--- src/rtl/split_write_pkg.sv ---
package split_write_pkg;

    localparam int REG_W = 16;
    localparam int ENT_W = 32;

    typedef enum logic [2:0] {
        CLS_BOOL = 3'd0,
        CLS_BYTE = 3'd1,
        CLS_WORD = 3'd2,
        CLS_HI   = 3'd3,
        CLS_LO   = 3'd4,
        CLS_BAD  = 3'd5
    } reg_class_e;

    typedef enum logic [1:0] {
        ERR_NONE     = 2'd0,
        ERR_ORPHAN   = 2'd1,
        ERR_BADADDR  = 2'd2,
        ERR_BADCOUNT = 2'd3
    } err_code_e;

endpackage

--- src/rtl/swc_txn_seq.sv ---
module swc_txn_seq
    import split_write_pkg::*;
#(
    parameter int ADDR_W   = 8,
    parameter int CNT_W    = 8,
    parameter int MAX_REGS = 24
) (
    input  logic              clk,
    input  logic              rst,
    input  logic              txn_start,
    input  logic [ADDR_W-1:0] txn_addr,
    input  logic [CNT_W-1:0]  txn_count,
    input  logic              wd_valid,
    input  logic [REG_W-1:0]  wd_data,
    output logic              beat_valid,
    output logic [ADDR_W-1:0] beat_addr,
    output logic [REG_W-1:0]  beat_data,
    output logic              count_err
);

    localparam logic [CNT_W-1:0] MAX_C = CNT_W'(MAX_REGS);

    typedef struct packed {
        logic              active;
        logic [ADDR_W-1:0] addr;
        logic [CNT_W-1:0]  remain;
    } seq_t;

    seq_t s_d, s_q;
    logic count_bad;

    always_comb begin
        count_bad  = (txn_count == '0) || (txn_count > MAX_C);
        count_err  = txn_start && count_bad;
        beat_valid = !txn_start && wd_valid && s_q.active;
        beat_addr  = s_q.addr;
        beat_data  = wd_data;
        s_d        = s_q;
        if (txn_start) begin
            s_d.active = !count_bad;
            s_d.addr   = txn_addr;
            s_d.remain = txn_count;
        end else if (beat_valid) begin
            s_d.addr   = s_q.addr + 1'b1;
            s_d.remain = s_q.remain - 1'b1;
            s_d.active = (s_q.remain != CNT_W'(1));
        end
    end

    always_ff @(posedge clk) begin
        if (rst) begin
            s_q <= '0;
        end else begin
            s_q <= s_d;
        end
    end

    // a rejected request leaves no words to accept
    p_reject_closes_r7: assert property (@(posedge clk) disable iff (rst)
        (txn_start && count_bad) |=> !s_q.active);

    // an open request never has a zero or oversized remaining count
    p_remain_range_r6: assert property (@(posedge clk) disable iff (rst)
        s_q.active |-> (s_q.remain != '0 && s_q.remain <= MAX_C));

endmodule

--- src/rtl/swc_addr_class.sv ---
module swc_addr_class
    import split_write_pkg::*;
#(
    parameter int ADDR_W   = 8,
    parameter int BOOL_END = 16,
    parameter int BYTE_END = 32,
    parameter int WORD_END = 64,
    parameter int PAIR_END = 128
) (
    input  logic [ADDR_W-1:0] addr,
    output reg_class_e        cls
);

    localparam logic [ADDR_W:0] BOOL_E = (ADDR_W+1)'(BOOL_END);
    localparam logic [ADDR_W:0] BYTE_E = (ADDR_W+1)'(BYTE_END);
    localparam logic [ADDR_W:0] WORD_E = (ADDR_W+1)'(WORD_END);
    localparam logic [ADDR_W:0] PAIR_E = (ADDR_W+1)'(PAIR_END);

    logic [ADDR_W:0] a_ext;
    logic            is_upper;

    generate
        if (WORD_END % 2 == 0) begin : g_even_base
            assign is_upper = (addr[0] == 1'b0);
        end else begin : g_odd_base
            assign is_upper = (addr[0] == 1'b1);
        end
    endgenerate

    always_comb begin
        a_ext = {1'b0, addr};
        if (a_ext < BOOL_E) begin
            cls = CLS_BOOL;
        end else if (a_ext < BYTE_E) begin
            cls = CLS_BYTE;
        end else if (a_ext < WORD_E) begin
            cls = CLS_WORD;
        end else if (a_ext < PAIR_E) begin
            cls = is_upper ? CLS_HI : CLS_LO;
        end else begin
            cls = CLS_BAD;
        end
    end

endmodule

--- src/rtl/swc_pair_combiner.sv ---
module swc_pair_combiner
    import split_write_pkg::*;
#(
    parameter int ADDR_W = 8
) (
    input  logic              clk,
    input  logic              rst,
    input  logic              count_err,
    input  logic              beat_valid,
    input  logic [ADDR_W-1:0] beat_addr,
    input  logic [REG_W-1:0]  beat_data,
    input  reg_class_e        beat_cls,
    output logic              st_we,
    output logic [ADDR_W-1:0] st_idx,
    output logic [ENT_W-1:0]  st_data,
    output logic              err_pulse,
    output err_code_e         err_code
);

    typedef struct packed {
        logic              held;
        logic [ADDR_W-1:0] hold_addr;
        logic [REG_W-1:0]  hold_val;
        logic              we;
        logic [ADDR_W-1:0] idx;
        logic [ENT_W-1:0]  data;
        logic              err;
        err_code_e         code;
    } comb_t;

    comb_t c_d, c_q;
    logic  pair_match;

    always_comb begin
        pair_match = c_q.held &&
                     (beat_addr == ADDR_W'(c_q.hold_addr + 1'b1));
        c_d        = c_q;
        c_d.we     = 1'b0;
        c_d.idx    = '0;
        c_d.data   = '0;
        c_d.err    = 1'b0;
        c_d.code   = ERR_NONE;
        if (count_err) begin
            c_d.held = 1'b0;
            c_d.err  = 1'b1;
            c_d.code = ERR_BADCOUNT;
        end else if (beat_valid) begin
            c_d.held = 1'b0;
            unique case (beat_cls)
                CLS_HI: begin
                    c_d.held      = 1'b1;
                    c_d.hold_addr = beat_addr;
                    c_d.hold_val  = beat_data;
                end
                CLS_LO: begin
                    if (pair_match) begin
                        c_d.we   = 1'b1;
                        c_d.idx  = c_q.hold_addr;
                        c_d.data = {c_q.hold_val, beat_data};
                    end else begin
                        c_d.err  = 1'b1;
                        c_d.code = ERR_ORPHAN;
                    end
                end
                CLS_BOOL: begin
                    c_d.we   = 1'b1;
                    c_d.idx  = beat_addr;
                    c_d.data = {{(ENT_W-1){1'b0}}, (beat_data != '0)};
                end
                CLS_BYTE: begin
                    c_d.we   = 1'b1;
                    c_d.idx  = beat_addr;
                    c_d.data = {{(ENT_W-8){1'b0}}, beat_data[7:0]};
                end
                CLS_WORD: begin
                    c_d.we   = 1'b1;
                    c_d.idx  = beat_addr;
                    c_d.data = {{(ENT_W-REG_W){1'b0}}, beat_data};
                end
                default: begin
                    c_d.err  = 1'b1;
                    c_d.code = ERR_BADADDR;
                end
            endcase
        end
    end

    always_ff @(posedge clk) begin
        if (rst) begin
            c_q <= '0;
        end else begin
            c_q <= c_d;
        end
    end

    assign st_we     = c_q.we;
    assign st_idx    = c_q.idx;
    assign st_data   = c_q.data;
    assign err_pulse = c_q.err;
    assign err_code  = c_q.code;

    // an upper half is held without touching the store
    p_hold_no_store_r2: assert property (@(posedge clk) disable iff (rst)
        (beat_valid && beat_cls == CLS_HI) |=> (!st_we && !err_pulse && c_q.held));

    // matching lower half commits its own bits at the held index
    p_pair_commit_r3: assert property (@(posedge clk) disable iff (rst)
        (beat_valid && beat_cls == CLS_LO && pair_match) |=>
        (st_we && st_data[15:0] == $past(beat_data) && st_idx == $past(c_q.hold_addr)));

    // commit and error are exclusive
    p_excl_strobe_r3: assert property (@(posedge clk) disable iff (rst)
        !(st_we && err_pulse));

    // unmatched lower half is an orphan error
    p_orphan_err_r4: assert property (@(posedge clk) disable iff (rst)
        (beat_valid && beat_cls == CLS_LO && !pair_match) |=>
        (err_pulse && err_code == ERR_ORPHAN && !st_we && !c_q.held));

    // illegal count is reported
    p_bad_count_r7: assert property (@(posedge clk) disable iff (rst)
        count_err |=> (err_pulse && err_code == ERR_BADCOUNT));

    // boolean commits are 0 or 1
    p_bool_value_r8: assert property (@(posedge clk) disable iff (rst)
        (beat_valid && beat_cls == CLS_BOOL) |=>
        (st_we && st_data == {31'b0, ($past(beat_data) != 16'h0)}));

    // unmapped address is reported
    p_bad_addr_r11: assert property (@(posedge clk) disable iff (rst)
        (beat_valid && beat_cls == CLS_BAD) |=>
        (err_pulse && err_code == ERR_BADADDR));

endmodule

--- src/rtl/split_write_combiner.sv ---
module split_write_combiner
    import split_write_pkg::*;
#(
    parameter int ADDR_W   = 8,
    parameter int CNT_W    = 8,
    parameter int MAX_REGS = 24,
    parameter int BOOL_END = 16,
    parameter int BYTE_END = 32,
    parameter int WORD_END = 64,
    parameter int PAIR_END = 128
) (
    input  logic              clk,
    input  logic              rst,
    input  logic              txn_start,
    input  logic [ADDR_W-1:0] txn_addr,
    input  logic [CNT_W-1:0]  txn_count,
    input  logic              wd_valid,
    input  logic [15:0]       wd_data,
    output logic              st_we,
    output logic [ADDR_W-1:0] st_idx,
    output logic [31:0]       st_data,
    output logic              err_pulse,
    output logic [1:0]        err_code
);

    logic              beat_valid;
    logic [ADDR_W-1:0] beat_addr;
    logic [REG_W-1:0]  beat_data;
    logic              count_err;
    reg_class_e        beat_cls;
    err_code_e         code_e;

    swc_txn_seq #(
        .ADDR_W   (ADDR_W),
        .CNT_W    (CNT_W),
        .MAX_REGS (MAX_REGS)
    ) i_seq (
        .clk        (clk),
        .rst        (rst),
        .txn_start  (txn_start),
        .txn_addr   (txn_addr),
        .txn_count  (txn_count),
        .wd_valid   (wd_valid),
        .wd_data    (wd_data),
        .beat_valid (beat_valid),
        .beat_addr  (beat_addr),
        .beat_data  (beat_data),
        .count_err  (count_err)
    );

    swc_addr_class #(
        .ADDR_W   (ADDR_W),
        .BOOL_END (BOOL_END),
        .BYTE_END (BYTE_END),
        .WORD_END (WORD_END),
        .PAIR_END (PAIR_END)
    ) i_class (
        .addr (beat_addr),
        .cls  (beat_cls)
    );

    swc_pair_combiner #(
        .ADDR_W (ADDR_W)
    ) i_comb (
        .clk        (clk),
        .rst        (rst),
        .count_err  (count_err),
        .beat_valid (beat_valid),
        .beat_addr  (beat_addr),
        .beat_data  (beat_data),
        .beat_cls   (beat_cls),
        .st_we      (st_we),
        .st_idx     (st_idx),
        .st_data    (st_data),
        .err_pulse  (err_pulse),
        .err_code   (code_e)
    );

    assign err_code = code_e;

    // idle outputs read zero
    p_idle_zero_r12: assert property (@(posedge clk) disable iff (rst)
        (!st_we && !err_pulse) |-> (st_idx == '0 && st_data == '0 && err_code == 2'd0));

endmodule

--- config.mk ---
export PLATFORM = sky130hd
export DESIGN_NAME = split_write_combiner
export DESIGN_NICKNAME = d
export VERILOG_FILES = /design/src/rtl/split_write_pkg.sv /design/src/rtl/swc_txn_seq.sv /design/src/rtl/swc_addr_class.sv /design/src/rtl/swc_pair_combiner.sv /design/src/rtl/split_write_combiner.sv
export SDC_FILE = /design/constraint.sdc
export NUM_CORES = 1
export LEC_CHECK = 0
export BUFFER_PORTS_ARGS = -buffer_cell sky130_fd_sc_hd__buf_2
export CAP_MARGIN = 20
export CORE_MARGIN = 4
export CORE_UTILIZATION = 33
export DETAILED_ROUTE_END_ITERATION = 10
export PLACE_DENSITY_LB_ADDON = 0.25
export SETUP_SLACK_MARGIN = 0.02
export SYNTH_ARGS = -nofsm -noshare
export SYNTH_HDL_FRONTEND = slang
export SYNTH_HIERARCHICAL = 1
export SYNTH_SLANG_ARGS = --single-unit
--- constraint.sdc ---
create_clock -name clk -period 6.6 [get_ports clk]
set_input_delay 0.99 -clock clk [delete_from_list [all_inputs] [get_ports clk]]
set_output_delay 0.99 -clock clk [all_outputs]
set_load 0.03 [all_outputs]
### After elaboration in Yosys (flattened, before gate mapping)

Cells that the tools add are included.

| word-level totals | value |
|---|---|
| flip-flop bits (word level) | 86 |
| bits of input ports | 36 |
| output and inout bits | 44 |
| word-level logic and storage cells | 56 |

| cells by class | value |
|---|---|
| $add $sub $neg | 3 |
| $lt $le $gt $ge | 5 |
| equal/unequal tests | 6 |
| multiplexer cells | 14 |
| bitwise gates (word level) | 2 |
| reductions and logical operators | 15 |

Operators with widths:

| kind | count |
|---|---|
| $pmux W41 S4 | 1 |
| $mux W41 | 1 |
| $mux W17 | 2 |
| $mux W25 | 1 |
| $mux W3 | 8 |
| $add A8 B1 Y8 const B | 2 |
| $reduce_bool A16 Y1 | 1 |
| $eq A8 B8 Y1 | 1 |
| $gt A8 B5 Y1 const B | 1 |
| $logic_not A8 Y1 | 1 |
| $lt A8 B5 Y1 const B | 1 |
| $lt A8 B6 Y1 const B | 1 |
| $lt A8 B7 Y1 const B | 1 |
| $lt A8 B8 Y1 const B | 1 |
| $ne A8 B1 Y1 const B | 1 |
| $sub A8 B1 Y8 const B | 1 |
| $eq A3 B2 Y1 const B | 2 |
| $pmux W3 S2 | 1 |
| $logic_and A1 B1 Y1 | 4 |
| $reduce_or A4 Y1 | 1 |
| $eq A3 B1 Y1 const B | 1 |
| $eq A3 B3 Y1 const B | 1 |
| $logic_not A3 Y1 | 1 |
| $reduce_and A3 Y1 | 1 |
| 6 further kinds | 8 |

### Depth between registers and ports, before layout

Gate-level depths: netlist (run 1).

| logic depth | value |
|---|---|
| depth after elaboration | 10 |
| depth in mapped cells | 10 |
| depth with buffers taken out | 7 |

### Cells and area by module

Netlist (run 1), hierarchy kept.

By module, submodules not included:

| module | instances | cells an instance | area an instance (sq um) | seq. area each (sq um) |
|---|---|---|---|---|
| swc_pair_combiner | 1 | 304 | 2,829.0 | 1,381.3 |
| swc_txn_seq | 1 | 141 | 1,162.4 | 340.3 |
| swc_addr_class | 1 | 6 | 36.3 | 0.0 |

### Worst setup path before layout (run 1)

No wires, ideal clock.

| timing | value |
|---|---|
| path kind | in2reg |
| start | in wd_valid |
| end | reg i_comb.c_q, in the netlist i_comb/st_idx[0] |
| data arrival time | 2,847 ps |
| required time | 6,541 ps |
| path slack | 3,694 ps |
| cell stages on the path | 7 |
| path through | clkbuf_1 -> and2_1 -> clkbuf_1 -> and2_1 -> nor4b_1 -> a21boi_1 -> a22o_1 |

| on the way | value |
|---|---|
| longest elaborated chain between the ends | 4 |

Ends and longest elaborated chain:

| item | RTL line | text |
|---|---|---|
| start: declaration | split_write_combiner.sv:17 | `input logic wd_valid,` |
| $logic_and A1 B1 Y1 (2 in a row) | swc_txn_seq.sv:35 | `beat_valid = !txn_start && wd_valid && s_q.active;` |
| net beat_valid | split_write_combiner.sv:26 | `logic beat_valid;` |
| $not A1 Y1 (no source line) | -- |  |
| $reduce_or A3 Y1 (no source line) | -- |  |
| end signal: assignment | swc_pair_combiner.sv:90 | `c_q <= '0;` |
| end signal: assignment | swc_pair_combiner.sv:92 | `c_q <= c_d;` |
| end: declaration | swc_pair_combiner.sv:31 | `comb_t c_d, c_q;` |

The timed path passes the listed nets, and every way through them passes these cells.
A chain may end at the register's enable or synchronous reset.

### Final worst setup path (run 1)

| timing | value |
|---|---|
| start | in txn_start |
| end | reg i_comb.c_q, in the netlist i_comb/st_idx[0] |

| on the way | value |
|---|---|
| longest elaborated chain between the ends | 5 |
| elaborated cells on any way between the ends | 6 |

Ends and longest elaborated chain:

| item | RTL line | text |
|---|---|---|
| start: declaration | split_write_combiner.sv:14 | `input logic txn_start,` |
| $logic_not A1 Y1 | swc_txn_seq.sv:35 |  |
| $logic_and A1 B1 Y1 (2 in a row) | swc_txn_seq.sv:35 |  |
| net beat_valid | split_write_combiner.sv:26 |  |
| $not A1 Y1 (no source line) | -- |  |
| $reduce_or A3 Y1 (no source line) | -- |  |

The timed path passes the listed nets, and every way through them passes these cells.

==> flow_metrics.py, run 1 <==
metrics = {
    "logic_synthesis": {
        "syn-cell-area_mm2": 0.004028,
        "synth_warnings": 6,
        "syn_nets": 491,
        "yosysTopAreaCell": "dfxtp_1",
        "synthTopCellsByCount": "dfxtp_1 (86), buf_4 (66), nand2_1 (57)",
        "synth_edf_count": 0,
        "seq_area_frac_synth": 0.4275,
        "synth_cells": 451,
        "syn_area_per_cell_um2": 8.930,
        "synth-seq-cells": 86,
        "synthDominantCellAreaShare": 0.4275,
        "synthDistinctLibCells": 57,
        "synthArstFlopShare": 0,
        "synth-main-ff-cell": "dfxtp_1",
        "synth_most_common_cell": "dfxtp_1",
        "synth.area.top_cells": "dfxtp_1 (43%), buf_4 (12%), nand2_1 (5.3%)",
    },
    "sta": {
        "tightest_slew_ns": 1.040,
        "rsz0062_at_grt": "false",
        "finalSetupTns_ns": 0,
        "report.final.hold_viol_count": 0,
        "final.setup_skew_ns": 0.006688,
        "slew_violations": 0,
        "period_minus_slack_ns": 3.264,
        "fin_crit_sh": 0.4946,
        "clock.fmax_ghz": 0.3063,
        "setup_viol": 0,
        "slew_headroom": 0.3065,
    },
    "critical_path": {
        "endpoint_kind": "flip-flop",
        "rrSetupSlack_ns": 4.07,
        "critPathBufInv": 2,
        "crit_path_max_fanout": 31,
        "start_kind": "primary input",
        "crit_chain": "buf_2 -> inv_1 -> and2_1 -> nor4b_1 -> a21boi_1 -> a22o_1",
        "worstSetupPathType": "in2reg",
        "slowest_stage": "a21boi_1",
        "critPathMaxStageDelay_ns": 0.70,
        "worst_ep_required_time_ns": 6.87,
        "worstPathArrival_ns": 3.53,
        "crit_family": "compound AO/OA/AOI/OAI gates",
    },
    "routing": {
        "vias": 2944,
        "drt-total-wl_um": 8713,
        "vias_per_cell": 4.882,
        "drc": 0,
        "antenna_left": 0,
        "drtIter0Drc": 200,
        "first_pass_iters": 5,
        "wire_per_inst_um": 14.45,
    },
    "finish": {
        "final_cells": 603,
        "diodes": 0,
        "syn2layout_area_growth_pct": 6.058,
        "nets": 492,
        "final_layout_size_suffix_gt1_frac": 0.2281,
        "regArea_mm2": 0.001722,
        "multiInputGateArea_mm2": 0.001658,
        "num-fill-cells": 1237,
    },
    "cts": {
        "insertion_delay_ns": 0.33,
        "cts_hold_repair.buffers": 0,
        "clockBufferDepth": 2,
        "cts_tree": "done",
        "cts_resized": 0,
        "cts_root_buffer": "clkbuf_16",
        "clock_sinks": 86,
        "postCtsSetupRepairBufs": 0,
        "cts_buffers": 9,
        "clk_pin_slew_worst_paths_ns": 0.06,
        "htree_num_levels": 3,
    },
    "die": {
        "rows": 40,
        "pin_count": 80,
        "start_util": 0.3367,
        "die_h_um": 118.5,
        "core_mm2": 0.01196,
        "die_area_mm2": 0.01404,
        "die_w_um": 118.5,
    },
    "power_and_ir_drop": {
        "power.leakage_nw": 1.742,
        "internal_power_uw": 818.0,
        "seqPwrFrac": 0.508,
        "peakVddDrop_uv": 84.00,
        "p_clk_frac": 0.431,
        "p_switching_uw": 250.4,
        "p_comb_frac": 0.061,
        "power_density_mw_per_mm2": 250.1,
        "switching_share": 0.2344,
    },
    "grt": {
        "grt_overflow_total": 0,
        "grt_max_degree": 48,
        "grt_use_total": 0.1270,
        "grt_pass1_wl_um": 14410,
        "antenna_found_initial": 0,
        "first_global_vias": 2841,
    },
    "status": {
        "status": "completed",
    },
    "placement": {
        "hpwlAfterDp_um": 6080,
        "place.gp.congestion": 0.7622,
        "place_inst": 588,
        "io_buffers": 79,
    },
    "hold_path": {
        "hold_path_class": "reg2reg",
    },
    "flow_run": {
        "max-cap-violations": 0,
    },
}
## worst paths after layout
path | end | from | cells after the start
max | i_comb/st_idx[0] | txn_start | 6
min | i_comb/c_q[45] | i_comb/c_q[45] | 2
max reg2reg | i_comb/st_idx[0] | i_seq/s_q[16] | 5
min reg2reg | i_comb/c_q[45] | i_comb/c_q[45] | 2
## layer usage
metal / GRT usage / share of wire / up-vias
li1: - / - / 1479
met1: 0.1718 / 0.49 / 1363
met2: 0.1919 / 0.44 / 92
met3: 0.03923 / 0.058 / 10
met4: 0.04345 / 0.013 / 0
met5: 0 / 0 / -
## sequential cells by signal, summed over array words and instances, names as in the netlist
name,count
i_comb/st_data,32
i_comb/err_code,2
i_comb/err_pulse,1
i_comb/c_q,25
i_comb/st_we,1
i_seq/s_q,9
i_seq/beat_addr,8
i_comb/st_idx,8
## power groups by stage
stage,Combinational [mW],Sequential (mW),Clock (mW)
after floorplan,0.0609,0.545,0
after global placement,0.0641,0.553,0
after detailed placement,0.0653,0.554,0
after CTS,0.0657,0.542,0.473
after global routing,0.0727,0.544,0.495
final,0.0653,0.542,0.461
## layout by cell type (no fill, tap or decap), types with 4 or more instances in the layout
cell	instances
o21ai_0	6
a22o_1	10
xnor2_1	9
a21oi_1	31
nor4_1	5
and2_1	34
xor2_1	8
ha_1	4
inv_1	10
a311oi_1	6
dfxtp_1	86
nand4_1	5
nand3_1	9
nor2_1	20
clkbuf_16	9
buf_2	79
nand2_1	57
a211oi_1	5
## cell families after synthesis
logic type,count (synthesis),share of synthesized area
simple gates,156,0.2075
buf+inv,100,0.1609
compound gates,87,0.1522
flops,86,0.4275
xor+xnor,17,0.03697
fa+ha+maj,4,0.01243
mux,1,0.002485
## cell type report
type	count	area share
multi-input combinational	265	0.3881
sequential	86	0.4030
clock buffer	12	0.05770
tap	147	0.04306
clock inverter	3	0.004979
inverter	10	0.008787
timing repair buffer	80	0.09432
## tightest hold or removal path, cell delays in order, from the launching register on
cell and delay [ns]:
dfxtp_1 0.30, nand2_1 0.05, a21oi_1 0.05
## per-stage QoR
stage	worst slack (ns)	hold slack [ns]	area, µm²	power, mW	util
floorplan	3.694	0.4296	4028	0.6062	-
global placement	3.138	0.4362	4004	0.6174	0.3347
detailed placement	2.973	0.4384	4004	0.6190	0.3347
CTS	3.320	0.4512	4272	1.081	0.3571
global route	3.094	0.4600	4272	1.112	0.3571
finish	3.336	0.4475	4272	1.068	0.3571
Note: power is estimated with default switching activity, not from simulation.
==> run 2, diff against run 1 <==
==> constraint.sdc (replaced) <==
create_clock -name clk -period 3.1 [get_ports clk]
set_input_delay 0.465 -clock clk [delete_from_list [all_inputs] [get_ports clk]]
set_output_delay 0.465 -clock clk [all_outputs]
set_load 0.03 [all_outputs]
==> run 2 against run 1 <==
Total power up 120%. Sequential share of layout area down 0.63 points. Die area did not move. Count of clock-buffer cells in the layout decreased by 2. Via count increased by 0.92%.
==> flow_metrics.py, run 2 (same netlist as run 1, synthesis figures left out) <==
metrics = {
    "cts": {
        "cts_hold_repair.buffers": 0,
        "clk_pin_slew_worst_paths_ns": 0.06,
        "htree_num_levels": 3,
        "postCtsSetupRepairBufs": 0,
        "cts_root_buffer": "clkbuf_16",
        "cts_buffers": 9,
        "clockBufferDepth": 2,
        "cts_resized": 0,
        "cts_tree": "done",
        "insertion_delay_ns": 0.33,
        "clock_sinks": 86,
    },
    "routing": {
        "vias": 2971,
        "antenna_left": 0,
        "first_pass_iters": 4,
        "vias_per_cell": 4.887,
        "drc": 0,
        "wire_per_inst_um": 14.13,
        "drt-total-wl_um": 8590,
        "drtIter0Drc": 130,
    },
    "sta": {
        "clock.fmax_ghz": 0.4244,
        "finalSetupTns_ns": 0,
        "report.final.hold_viol_count": 0,
        "period_minus_slack_ns": 2.356,
        "slew_violations": 0,
        "final.setup.worst_slack_ns": 0.7436,
        "final.setup_skew_ns": 0.004279,
        "fin_crit_sh": 0.7601,
        "slew_headroom": 0.6572,
        "tightest_slew_ns": 0.5070,
        "rsz0062_at_grt": "false",
        "setup_viol": 0,
    },
    "grt": {
        "antenna_found_initial": 0,
        "grt_max_degree": 31,
        "grt_use_total": 0.1263,
        "first_global_vias": 2904,
        "grt_overflow_total": 0,
        "grt_pass1_wl_um": 14560,
    },
    "die": {
        "rows": 40,
        "start_util": 0.3367,
        "die_area_mm2": 0.01404,
        "die_h_um": 118.5,
        "core_mm2": 0.01196,
        "pin_count": 80,
        "die_w_um": 118.5,
    },
    "critical_path": {
        "r2r-start": "i_seq/beat_addr[6]",
        "rrSetupSlack_ns": 0.74,
        "regToRegEndpoint": "i_comb/st_data[30]",
        "endpoint_kind": "flip-flop",
        "worstRegToRegCells": 7,
        "start_kind": "flip-flop",
        "worstPathArrival_ns": 2.62,
        "crit_path_max_fanout": 25,
        "worst_ep_required_time_ns": 3.36,
        "worstSetupPathType": "reg2reg",
        "crit_start": "i_seq/beat_addr[6]",
    },
    "placement": {
        "hpwlAfterDp_um": 6150,
        "place.gp.congestion": 0.7880,
        "dp_slack_ns": 0.6660,
        "io_buffers": 79,
    },
    "power_and_ir_drop": {
        "peakVddDrop_uv": 269.5,
        "p_clk_frac": 0.452,
        "p_switching_uw": 540.8,
        "switching_share": 0.2285,
        "internal_power_mw": 1.826,
        "seqPwrFrac": 0.486,
        "power.leakage_nw": 1.779,
        "power_density_mw_per_mm2": 545.5,
        "p_comb_frac": 0.061,
    },
    "status": {
        "status": "completed",
    },
    "finish": {
        "syn2layout_area_growth_pct": 7.735,
        "largest_reg_flops": 32,
        "diodes": 0,
        "nets": 497,
        "final_common_cell": "dfxtp_1",
        "final_layout_size_suffix_gt1_frac": 0.2408,
        "layout_common_cells": "dfxtp_1 (86), buf_2 (79), nand2_1 (57), and2_1 (34), a21oi_1 (31)",
    },
    "hold_path": {
        "hold_path_class": "in2reg",
        "hold_path_depth": 2,
        "holdPathEnd": "i_comb/st_data[3]",
        "min_from": "wd_data[3]",
    },
    "flow_run": {
        "max-cap-violations": 0,
    },
}
run 2: changes by cell type in the layout (fill, tap and decap cells not counted):
cell,change
clkinv_4,-1
bufinv_16,+1
clkinvlp_4,+1
inv_6,+1
buf_4,+5
clkbuf_1,-2
run 2: layer usage:
| layer | track usage | part of all wire | vias up |
|---|---|---|---|
| met2 | 0.1997 | 0.45 | 88 |
| met3 | 0.04019 | 0.056 | 13 |
| met1 | 0.1674 | 0.49 | 1384 |
| li1 | - | - | 1486 |
| met5 | 0 | 0 | - |
| met4 | 0.03259 | 0.010 | 0 |
run 2: area by class of cell:
| cell class | instances | area (µm²) |
|---|---|---|
| Inverter | 10 | 37.54 |
| Multi-Input combinational cell | 265 | 1658 |
| Sequential cell | 86 | 1722 |
| Clock buffer | 10 | 239.0 |
| Clock inverter | 5 | 58.81 |
| Tap cell | 147 | 183.9 |
| Timing Repair Buffer | 85 | 440.4 |
| Fill cell | 1244 | 7622 |
run 2: worst max path at each step:
| stage | endpoint | slack, ns | depth (start not counted) |
|---|---|---|---|
| after floorplan | i_comb/st_idx[0] | 0.72 | 7 |
| after global placement | i_comb/st_data[0] | 0.70 | 8 |
| after detailed placement | i_comb/st_data[0] | 0.67 | 8 |
| after CTS | i_comb/st_data[30] | 0.72 | 7 |
| after global routing | i_comb/st_data[30] | 0.50 | 7 |
| final | i_comb/st_data[30] | 0.74 | 7 |
run 2: stage by stage:
| step | instance area (µm²) | std cells | hold slack [ns] | total power, mW | utilization |
|---|---|---|---|---|---|
| 4_1_cts | 4339 | 608 | 0.3621 | 2.401 | 0.3628 |
| 2_1_floorplan | 4028 | 451 | 0.4296 | 1.291 | - |
| 6_report | 4339 | 608 | 0.3687 | 2.367 | 0.3628 |
| 3_5_place_dp | 4041 | 593 | 0.4418 | 1.321 | 0.3379 |
| 3_3_place_gp | 4041 | 593 | 0.4384 | 1.317 | 0.3379 |
| 5_1_grt | 4339 | 608 | 0.3697 | 2.465 | 0.3628 |
run 2: worst max-delay path: stages (launching register included):
cell and delay (ns):
dfxtp_1 0.63, nor3b_1 0.11, a211o_1 0.38, nor2_1 0.23, and3_1 0.21, nand2_1 0.19, nor2_8 0.34, and2_1 0.20
run 2: power by group through the flow:
stage | Sequential (mW) | Clock [mW] | Combinational (mW)
floorplan | 1.16 | 0 | 0.130
global placement | 1.18 | 0 | 0.142
detailed placement | 1.18 | 0 | 0.145
CTS | 1.15 | 1.10 | 0.146
global route | 1.15 | 1.15 | 0.163
finish | 1.15 | 1.07 | 0.145
==> run 3, diff against run 2 <==
--- a/config.mk
+++ b/config.mk
@@ -5,6 +5,7 @@
 export SDC_FILE = /design/constraint.sdc
 export NUM_CORES = 1
 export LEC_CHECK = 0
+export ABC_AREA = 1
 export BUFFER_PORTS_ARGS = -buffer_cell sky130_fd_sc_hd__buf_2
 export CAP_MARGIN = 20
 export CORE_MARGIN = 4
==> constraint.sdc (replaced) <==
create_clock -name clk -period 2.25 [get_ports clk]
set_input_delay 0.3375 -clock clk [delete_from_list [all_inputs] [get_ports clk]]
set_output_delay 0.3375 -clock clk [all_outputs]
set_load 0.03 [all_outputs]
==> run 3 against run 2 <==
Design area grew 7.9%. Setup slack lost 0.40 ns. Area after synthesis grew 5.4%. Via count grew 17%. Cell count grew 29%. Critical path depth grew 4. Global-route usage grew 1.2 points. Wire length grew 14%. Sequential share of layout area shrank 2.9 points. Combinational power grew 120%. Largest power group unchanged. Highest routed layer unchanged.
==> flow_metrics.py, run 3 <==
metrics = {
    "status": {
        "status": "completed",
    },
    "critical_path": {
        "r2r-start": "i_seq/beat_addr[5]",
        "worstSetupPathType": "reg2reg",
        "worst_ep_required_time_ns": 2.53,
        "endpoint_kind": "flip-flop",
        "rrSetupSlack_ns": 0.34,
        "start_kind": "flip-flop",
        "worstPathArrival_ns": 2.19,
        "crit_path_max_fanout": 10,
        "regToRegEndpoint": "i_comb/st_idx[7]",
        "worstRegToRegCells": 11,
    },
    "logic_synthesis": {
        "synth-seq-cells": 86,
        "syn_nets": 622,
        "synth_cells": 582,
        "synthDistinctLibCells": 37,
        "syn_area_per_cell_um2": 7.297,
        "synth_xor_area_frac": 0.008250,
        "synth_warnings": 6,
        "muxShareOfSynthArea": 0,
        "synth_edf_count": 0,
        "seq_area_frac_synth": 0.4054,
        "synthTopCellsByCount": "nand2_1 (101), dfxtp_1 (86), nor2_1 (74)",
        "synth_top_family_by_area": "simple AND/OR/NAND/NOR gates",
        "synth_fa_ha_area_frac": 0.01179,
        "syn-cell-area_mm2": 0.004247,
        "synth-main-ff-cell": "dfxtp_1",
        "synth.area.top_cells": "dfxtp_1 (41%), buf_4 (12%), nand2_1 (8.9%)",
        "synth_most_common_cell": "nand2_1",
        "synth_compound_area_frac": 0.1102,
        "yosysTopAreaCell": "dfxtp_1",
        "synthDominantCellAreaShare": 0.4054,
        "synthSimpleGateAreaFrac": 0.2616,
        "synthArstFlopShare": 0,
    },
    "routing": {
        "drtIter0Drc": 197,
        "first_pass_iters": 4,
        "antenna_left": 0,
        "vias_per_cell": 4.452,
        "vias": 3486,
        "drt-total-wl_um": 9777,
        "drc": 0,
        "wire_per_inst_um": 12.49,
    },
    "cts": {
        "clk_pin_slew_worst_paths_ns": 0.07,
        "cts_root_buffer": "clkbuf_16",
        "clock_sinks": 86,
        "insertion_delay_ns": 0.34,
        "cts_tree": "done",
        "htree_num_levels": 3,
        "cts_resized": 0,
        "postCtsSetupRepairBufs": 0,
        "clockBufferDepth": 2,
        "cts_hold_repair.buffers": 0,
        "cts_buffers": 9,
    },
    "hold_path": {
        "hold_path_depth": 3,
        "hold_path_class": "in2reg",
        "holdPathEnd": "i_comb/st_data[6]",
        "min_from": "wd_data[6]",
    },
    "die": {
        "start_util": 0.3365,
        "die_h_um": 121.4,
        "pin_count": 80,
        "die_area_mm2": 0.01475,
        "core_mm2": 0.01262,
        "rows": 41,
        "die_w_um": 121.4,
    },
    "sta": {
        "report.final.hold_viol_count": 0,
        "period_minus_slack_ns": 1.910,
        "finalSetupTns_ns": 0,
        "clock.fmax_ghz": 0.5236,
        "final.setup_skew_ns": 0.006376,
        "slew_violations": 0,
        "fin_crit_sh": 0.8488,
        "tightest_slew_ns": 0.4434,
        "slew_headroom": 0.7017,
        "rsz0062_at_grt": "false",
        "setup_viol": 0,
    },
    "grt": {
        "grt_pass1_wl_um": 16190,
        "grt_max_degree": 26,
        "grt_use_total": 0.1380,
        "grt_overflow_total": 0,
        "antenna_found_initial": 0,
        "first_global_vias": 3240,
    },
    "power_and_ir_drop": {
        "power.leakage_nw": 2.147,
        "power_density_mw_per_mm2": 712.3,
        "peakVddDrop_uv": 340.0,
    },
    "finish": {
        "nets": 646,
        "final_common_cell": "nand2_1",
        "syn2layout_area_growth_pct": 10.28,
        "layout_common_cells": "nand2_1 (101), dfxtp_1 (86), buf_2 (79), nor2_1 (73), inv_1 (67)",
        "largest_reg_flops": 32,
        "diodes": 0,
        "stdcell_area_mm2": 0.004683,
        "final_layout_size_suffix_gt1_frac": 0.2209,
    },
    "placement": {
        "hpwlAfterDp_um": 7346,
        "io_buffers": 79,
        "place.gp.congestion": 0.8793,
        "placed_cell_area_mm2": 0.004394,
    },
    "flow_run": {
        "max-cap-violations": 0,
    },
}
## run 3: cell types whose count changed after synthesis, sizes merged, moves of 5 or more
cell / previous run / this run
nor3: 1 / 11
a311oi: 6 / 0
nand3: 9 / 37
and2: 34 / 0
xnor2: 9 / 1
o22ai: 0 / 6
nand2: 57 / 105
a211oi: 5 / 0
nor2: 21 / 81
a22o: 10 / 0
o21ai: 8 / 36
xor2: 8 / 3
clkbuf: 17 / 9
inv: 10 / 73
## run 3: kinds of logic (layout without fill, tap and decap cells)
kind of cell | Yosys count | count (layout)
flops | 86 | 86
simple gates | 248 | 248
compound gates | 85 | 85
fa+ha+maj | 4 | 4
xor+xnor | 4 | 4
buf+inv | 155 | 184
## run 3: worst max path at each step
stage	start	end	slack, ns
final	i_seq/beat_addr[5]	i_comb/st_idx[7]	0.34
after global routing	i_seq/beat_addr[5]	i_comb/st_idx[7]	0.11
after CTS	i_seq/beat_addr[5]	i_comb/st_idx[7]	0.34
after detailed placement	i_seq/beat_addr[5]	i_comb/st_idx[7]	0.36
after global placement	i_seq/beat_addr[5]	i_comb/st_data[16]	0.40
after floorplan	i_seq/beat_addr[0]	i_comb/st_idx[2]	0.39
## run 3: worst max-delay path: stages (launching register included)
cell and delay, ns:
dfxtp_1 0.53, nor2_2 0.07, nand2_1 0.06, nand2_1 0.09, nor2_1 0.16, inv_1 0.08, nor2_1 0.20, nand3_4 0.20
buf_4 0.22, o22ai_2 0.09, inv_1 0.05, nor2_1 0.09
## run 3: per-layer routing
layer	GRT usage	vias up	part of all wire
met3	0.03450	12	0.054
met5	0	-	0
li1	-	1834	-
met1	0.1915	1558	0.49
met2	0.2079	82	0.44
met4	0.04832	0	0.015
## run 3: layout make-up
class / instances / area (µm²)
Clock inverter: 7 / 63.81
Timing Repair Buffer: 94 / 508.0
Multi-Input combinational cell: 341 / 1667
Inverter: 74 / 282.8
Clock buffer: 9 / 225.2
Fill cell: 1351 / 7936
Sequential cell: 86 / 1722
Tap cell: 172 / 215.2
## run 3: metrics by stage
stage	setup WS (ns)	std cells	utilization	power, mW	hold slack, ns
floorplan	0.3931	582	-	1.858	0.4066
global placement	0.3964	767	0.3482	1.934	0.4299
detailed placement	0.3581	767	0.3482	1.936	0.4319
CTS	0.3434	783	0.3711	3.395	0.2259
global route	0.1147	783	0.3711	3.517	0.2406
finish	0.3403	783	0.3711	3.336	0.2413
## run 3: report_power, final
group	switching [mW]	total, mW	internal (mW)
Clock	0.660	1.43	0.775
Sequential	0.0293	1.58	1.55
Combinational	0.207	0.323	0.116
Total	0.896	3.34	2.44
